File: src/rtl/sdin_pkg.sv
package sdin_pkg;
    typedef struct packed {
        logic bck;
        logic ws;
        logic sd;
    } lines_t;
endpackage

File: src/rtl/sdin_line_sync.sv
module sdin_line_sync
    import sdin_pkg::*;
#(
    parameter int STAGES = 2
) (
    input  logic   clk,
    input  logic   rst,
    input  lines_t raw_i,
    output lines_t sync_o,
    output logic   bck_rise_o
);
    typedef struct packed {
        lines_t [STAGES-1:0] pipe;
        logic                bck_last;
    } sync_st_t;

    sync_st_t st_d, st_q;

    always_comb begin
        st_d = st_q;
        st_d.pipe[0] = raw_i;
        for (int i = 1; i < STAGES; i++) begin
            st_d.pipe[i] = st_q.pipe[i-1];
        end
        st_d.bck_last = st_q.pipe[STAGES-1].bck;
    end

    always_ff @(posedge clk) begin
        if (rst) st_q <= '0;
        else     st_q <= st_d;
    end

    assign sync_o     = st_q.pipe[STAGES-1];
    assign bck_rise_o = sync_o.bck & ~st_q.bck_last;

    AST_RISE_SPACED: assert property (@(posedge clk) disable iff (rst)
        bck_rise_o |=> !bck_rise_o);
endmodule

File: src/rtl/sdin_word_shifter.sv
module sdin_word_shifter #(
    parameter int WORD_W = 16
) (
    input  logic              clk,
    input  logic              rst,
    input  logic              shift_en_i,
    input  logic              restart_i,
    input  logic              bit_i,
    output logic [WORD_W-1:0] word_o,
    output logic              full_o
);
    localparam int CNT_W = $clog2(WORD_W + 1);
    localparam logic [CNT_W-1:0] CNT_FULL = CNT_W'(WORD_W);

    typedef struct packed {
        logic [WORD_W-1:0] word;
        logic [CNT_W-1:0]  cnt;
    } shf_st_t;

    shf_st_t st_d, st_q;

    always_comb begin
        st_d = st_q;
        if (shift_en_i) begin
            st_d.word = {st_q.word[WORD_W-2:0], bit_i};
            if (restart_i)                st_d.cnt = CNT_W'(1);
            else if (st_q.cnt != CNT_FULL) st_d.cnt = st_q.cnt + CNT_W'(1);
        end
    end

    always_ff @(posedge clk) begin
        if (rst) st_q <= '0;
        else     st_q <= st_d;
    end

    assign word_o = st_q.word;
    assign full_o = (st_q.cnt == CNT_FULL);

    AST_RESTART_NOT_FULL: assert property (@(posedge clk) disable iff (rst)
        (shift_en_i && restart_i) |=> !full_o);
endmodule

File: src/rtl/sdin_stereo_rx.sv
module sdin_stereo_rx
    import sdin_pkg::*;
#(
    parameter int WORD_W      = 16,
    parameter int SYNC_STAGES = 2
) (
    input  logic              clk,
    input  logic              rst,
    input  logic              bck_i,
    input  logic              ws_i,
    input  logic              sd_i,
    output logic [WORD_W-1:0] left_o,
    output logic [WORD_W-1:0] right_o,
    output logic              sample_vld_o,
    output logic              frame_err_o
);
    typedef struct packed {
        logic [WORD_W-1:0] in_l;
        logic [WORD_W-1:0] in_r;
        logic [WORD_W-1:0] out_l;
        logic [WORD_W-1:0] out_r;
        logic              ws_cur;
        logic              armed;
        logic              vld;
        logic              err;
    } core_st_t;

    lines_t            raw, lines;
    logic              bck_rise;
    logic              boundary;
    logic [WORD_W-1:0] word;
    logic              word_full;
    core_st_t          c_d, c_q;

    assign raw = '{bck: bck_i, ws: ws_i, sd: sd_i};

    sdin_line_sync #(.STAGES(SYNC_STAGES)) u_sync (
        .clk        (clk),
        .rst        (rst),
        .raw_i      (raw),
        .sync_o     (lines),
        .bck_rise_o (bck_rise)
    );

    assign boundary = bck_rise && (lines.ws != c_q.ws_cur);

    sdin_word_shifter #(.WORD_W(WORD_W)) u_shift (
        .clk        (clk),
        .rst        (rst),
        .shift_en_i (bck_rise),
        .restart_i  (boundary),
        .bit_i      (lines.sd),
        .word_o     (word),
        .full_o     (word_full)
    );

    always_comb begin
        c_d     = c_q;
        c_d.vld = 1'b0;
        if (boundary) begin
            if (c_q.armed) begin
                if (!word_full) begin
                    c_d.err = 1'b1;
                end else if (c_q.ws_cur) begin
                    c_d.in_l  = word;
                    c_d.out_l = word;
                    c_d.out_r = c_q.in_r;
                    c_d.vld   = 1'b1;
                end else begin
                    c_d.in_r = word;
                end
            end
            c_d.armed  = 1'b1;
            c_d.ws_cur = lines.ws;
        end
    end

    always_ff @(posedge clk) begin
        if (rst) c_q <= '0;
        else     c_q <= c_d;
    end

    assign left_o       = c_q.out_l;
    assign right_o      = c_q.out_r;
    assign sample_vld_o = c_q.vld;
    assign frame_err_o  = c_q.err;

    AST_VLD_SINGLE: assert property (@(posedge clk) disable iff (rst)
        sample_vld_o |=> !sample_vld_o);
    AST_OUT_HOLD: assert property (@(posedge clk) disable iff (rst)
        (!sample_vld_o && !$past(rst)) |-> ($stable(left_o) && $stable(right_o)));
    AST_ERR_STICKY: assert property (@(posedge clk) disable iff (rst)
        frame_err_o |=> frame_err_o);
    AST_VLD_AFTER_BCK: assert property (@(posedge clk) disable iff (rst)
        sample_vld_o |-> ($past(bck_rise) && $past(lines.bck)));
endmodule

File: config.mk
export PLATFORM = sky130hd
export DESIGN_NAME = sdin_stereo_rx
export DESIGN_NICKNAME = d
export VERILOG_FILES = /design/src/rtl/sdin_pkg.sv /design/src/rtl/sdin_line_sync.sv /design/src/rtl/sdin_word_shifter.sv /design/src/rtl/sdin_stereo_rx.sv
export SDC_FILE = /design/constraint.sdc
export NUM_CORES = 1
export LEC_CHECK = 0
export ABC_AREA = 0
export BUFFER_PORTS_ARGS = -buffer_cell sky130_fd_sc_hd__buf_2
export CAP_MARGIN = 20
export CORE_MARGIN = 1.5
export CORE_UTILIZATION = 45
export DETAILED_ROUTE_END_ITERATION = 10
export GPL_ROUTABILITY_DRIVEN = 0
export SYNTH_ARGS = -nofsm -noshare
export SYNTH_HDL_FRONTEND = slang
export SYNTH_SLANG_ARGS = --single-unit
File: constraint.sdc
create_clock -name clk -period 1.8 [get_ports clk]
set_clock_uncertainty 0.05 [all_clocks]
set_input_delay 0.09 -clock clk [delete_from_list [all_inputs] [get_ports clk]]
set_output_delay 0.09 -clock clk [all_outputs]
set_load 0.02 [all_outputs]
== Yosys cells after proc, flatten, opt, wreduce, memory -nomap -nowiden ==
Cells that the tools add are included.
Widths: inputs -> output; s select.
Word-level totals
  input port bits: 5
  register bits after elaboration: 80
  output and inout bits: 34
Operators by class
  add/sub/neg operators: 1
  equality and inequality tests: 3
  reduce and logical (&&, ||, !) cells: 7
  bitwise logic cells: 6
  multiplexer cells: 3
Operators with widths (count)
  $mux 5: 2
  $reduce_and 4->1: 2
  $add 5x1->5 const B: 1
  $eq 5x5->1 const B: 1
  $ne 5x5->1 const B: 1
  $not 1->1: 5
  $reduce_or 4->1: 1
  $reduce_and 3->1: 1
  $reduce_and 2->1: 1
  $reduce_bool 2->1: 1
  $and 1x1->1: 1
  $logic_and 1x1->1: 1
  $mux 1: 1
  $ne 1x1->1: 1

== Depth between registers and ports, before layout ==
  depth in word-level cells: 5
  mapped depth: 7

== Modules after synthesis ==
From an unflattened synthesis, not the netlist that was laid out.
Unflattened totals
  cells, all modules: 343
  area, all modules: 3532.1 µm²
By module, submodules not included
  sdin_stereo_rx: times used 1, area an instance 2341.0 µm², cells an instance 222
  sdin_word_shifter: times used 1, area an instance 978.4 µm², cells an instance 103
  sdin_line_sync: times used 1, area an instance 212.7 µm², cells an instance 18

== Worst setup path after synthesis ==
Ideal clock, no wire load.
  path type: flip-flop to flip-flop
  start point: register u_shift.st_q[0] (netlist name)
  end point: register c_q[39] (netlist name)
  path slack: 0.203 ns
  data arrival time: 1.428 ns
  stages on the path, launching flop included: 8
  cells stage by stage: dfxtp_1 > inv_1 > ha_1 > and4bb_2 > and4b_1 > buf_4 > buf_6 > mux2i_1
Between the ends
  cells in the longest elaborated chain, start to end: 2
Ends and longest elaborated chain
  start: declaration: RTL line sdin_word_shifter.sv:20  | shf_st_t st_d, st_q;
  start signal: assignment: RTL line sdin_word_shifter.sv:33  | else st_q <= st_d;
  $eq 5x5->1: RTL line sdin_word_shifter.sv:37  | assign full_o = (st_q.cnt == CNT_FULL);
  $reduce_and 4->1 (no source line)
  end signal: assignment: RTL line sdin_stereo_rx.sv:79  | if (rst) c_q <= '0;
  end signal: assignment: RTL line sdin_stereo_rx.sv:80  | else c_q <= c_d;
  end: declaration: RTL line sdin_stereo_rx.sv:33  | core_st_t c_d, c_q;
No other way between the ends.
A chain may end at the register's enable or synchronous reset.

== Final worst setup path ==
  start point: register u_shift.st_q[0] (netlist name)
  end point: register c_q[38] (netlist name)
The elaborated chain is that of the path after synthesis.

==> qor.yml <==
run_status:
  status: "completed"
yosys:
  synth_area_um2: 3340
  ys_seq_elements: 80
  synth_cell_type_count: 27
  ys_warn_count: 0
  synth_nets: 345
  seq_area_frac_synth_pct: 48.0
  synth_cells: 338
  synth_area_per_cell_um2: 9.88
floorplan:
  row_count: 31
  die-area_um2: 7950
  initial_core_util_pct: 46.3
  core_area_um2: 7210
  io_pins: 39
  die_w_um: 89.1
  die_height_um: 89.1
placed_design:
  hpwlAfterDp_um: 3710
  pre_cts_ws_ns: 0.190
  placed_area_um2: 3420
  port_buffers: 38
sta:
  finalSetupViolations: 0
  tightest_slew_ns: 0.256
  rsz0062_at_grt: "no"
  relSlewSlack_pct: 82.9
  hold_violations: 0
  period_share_pct: 89.3
  slew_violations: 0
  period_needed_ns: 1.61
  final.setup.worst_slack_ns: 0.193
  max_freq_ghz: 0.622
  tns_ns: 0
routing:
  vias_per_cell: 4.68
  avgRoutedWirePerCell_um: 12.2
  drt_wl_total_um: 5520
  ant_nets: 0
  wl_met3_um: 224
  wl_met2_um: 2410
  highest_layer: "met4"
  vias: 2114
  dr.pass1.iters: 4
  drc: 0
  wl_met1_um: 2780
  drt_iter0_drc: 101
run:
  cap_viol_max_count: 0
setup_path:
  required_ns: 2.02
  cp.arrival_ns: 1.83
  crit_path_start_kind: "register"
  cp_max_fo: 16
  endpoint_kind: "register"
  path_class: "reg -> reg"
final_layout:
  finish.instance_area_um2: 3650
  insertedDiodeCount: 0
  area_growth_pct: 9.37
  final_layout_size_suffix_gt1_share_pct: 18.4
  nets: 355
  num-fill-cells: 712
  utilization_pct: 50.6
pwr:
  p_leak_nw: 1.59
  power_mw: 3.18
  ir_drop_v: 0.000360
  powerDensity_nw_per_um2: 870
grt:
  antenna_found_initial: 0
  grt_first_pass_wirelength_um: 9090
  overflow: 0
  grt_max_degree: 36
  track_usage_pct: 15.2
  grt_pass1_vias: 1997
clocking:
  cts.clk_slew.worst_paths_ns: 0.08
  insertion_delay_ns: 0.34
  cts_buffers: 9
  cts.htree.levels: 3
  root_buffer: "clkbuf_8"
  cts_tree: "done"
  cts_sinks: 80
  clock_path_buffers: 2
worst_hold_path:
  hold_class: "in -> reg"
cell usage after synthesis (all sizes together):
cell | n | area [um2]
and3b | 1 | 8.76
a21o | 1 | 7.51
nor2 | 3 | 11.3
nand4 | 1 | 12.5
o21ai | 3 | 15.0
ha | 2 | 25.0
nand2b | 65 | 407
nand3b | 2 | 15.0
nor2b | 8 | 50.1
buf | 39 | 302
or3 | 3 | 18.8
nand2 | 37 | 139
and4b | 1 | 10.0
clkbuf | 12 | 45.0
inv | 3 | 11.3
nand4bb | 1 | 11.3
and4bb | 1 | 12.5
a31oi | 1 | 6.26
a21oi | 22 | 110
a221oi | 1 | 8.76
xor2 | 1 | 16.3
mux2i | 49 | 490
dfxtp | 80 | 1600
nand3 | 1 | 5.00
report_power, final:
part	switching, mW	total (mW)	internal (mW)
sequential	0.00610	1.78	1.78
combinational	0.0469	0.0941	0.0472
clock	0.625	1.30	0.677
total	0.678	3.18	2.50
final timing paths:
path | start | end | slack, ns | cells after the start
hold / removal | rst | u_shift.word_o[13] | 0.02 | 2
setup reg to reg | u_shift.st_q[0] | c_q[38] | 0.19 | 6
hold reg to reg | u_sync.st_d[4] | u_sync.sync_o[0] | 0.39 | 1
setup / recovery | u_shift.st_q[0] | c_q[38] | 0.19 | 6
cell families (layout without fill, tap and decap cells):
kind of cell / Yosys count / in the layout / synth area share (%)
AO/OA/AOI/OAI: 28 / 28 / 4.42
XOR/XNOR: 1 / 1 / 0.487
adder cells (fa/ha/maj): 2 / 2 / 0.749
buffers and inverters: 54 / 69 / 10.7
flip-flops: 80 / 80 / 48.0
multiplexers: 49 / 49 / 14.7
AND/OR/NAND/NOR: 124 / 124 / 21.0
final cells by class:
class	count	area, um2	area share (%)
sequential	80	1600	43.9
timing repair buffer	50	338	9.25
multi-input combinational	204	1380	37.8
clock buffer	11	141	3.87
tap	99	124	3.39
inverter	3	11.3	0.308
clock inverter	5	56.3	1.54
registers in the layout, summed over array words and instances (netlist names):
signal	flops
c_q	18
frame_err_o	1
left_o	16
right_o	16
sample_vld_o	1
u_shift.st_q	5
u_shift.word_o	16
u_sync.st_d	3
u_sync.st_q	1
u_sync.sync_o	3
repair_timing:
item	4_1_cts	5_1_grt
hold endpoints to repair	3	0
resized for setup	0	0
setup buffers	0	0
hold buffers	3	0
critical path, stage by stage (launching register included):
cell      delay, ns
dfxtp_1        0.34
inv_1          0.08
ha_1           0.16
and4bb_2       0.28
and4b_1        0.25
buf_12         0.18
mux2i_1        0.20
layer usage:
layer | global-route usage (%) | up-vias
li1 | - | 1087
met1 | 19.5 | 984
met2 | 23.4 | 34
met3 | 4.16 | 9
met4 | 7.83 | 0
met5 | 0 | -
metrics by stage:
| stage | hold WS (ns) | instances |
|---|---|---|
| 2_1_floorplan | 0.168 | 338 |
| 3_3_place_gp | 0.254 | 433 |
| 3_5_place_dp | 0.254 | 433 |
| 4_1_cts | 0.0169 | 452 |
| 5_1_grt | 0.0325 | 452 |
| 6_report | 0.0216 | 452 |
cell usage in the layout, fill, tap and decap left out:
master	instances
buf_2	38
nand2_1	37
ha_1	2
xor2_2	1
and4bb_2	1
clkbuf_1	1
nand4bb_1	1
nand3_1	1
and4b_1	1
buf_12	4
clkinv_4	1
nand4_2	1
a21o_1	1
nand3b_1	2
buf_4	5
nor2b_1	8
and3b_1	1
inv_1	3
or3_1	3
clkinv_2	2
nand2b_1	65
a21oi_1	22
bufinv_16	1
dfxtp_1	80
mux2i_1	49
clkinvlp_4	1
clkbuf_8	10
dlygate4sd3_1	3
a31oi_1	1
nor2_1	3
o21ai_0	3
a221oi_1	1
Power figures use the tool's default switching activity.
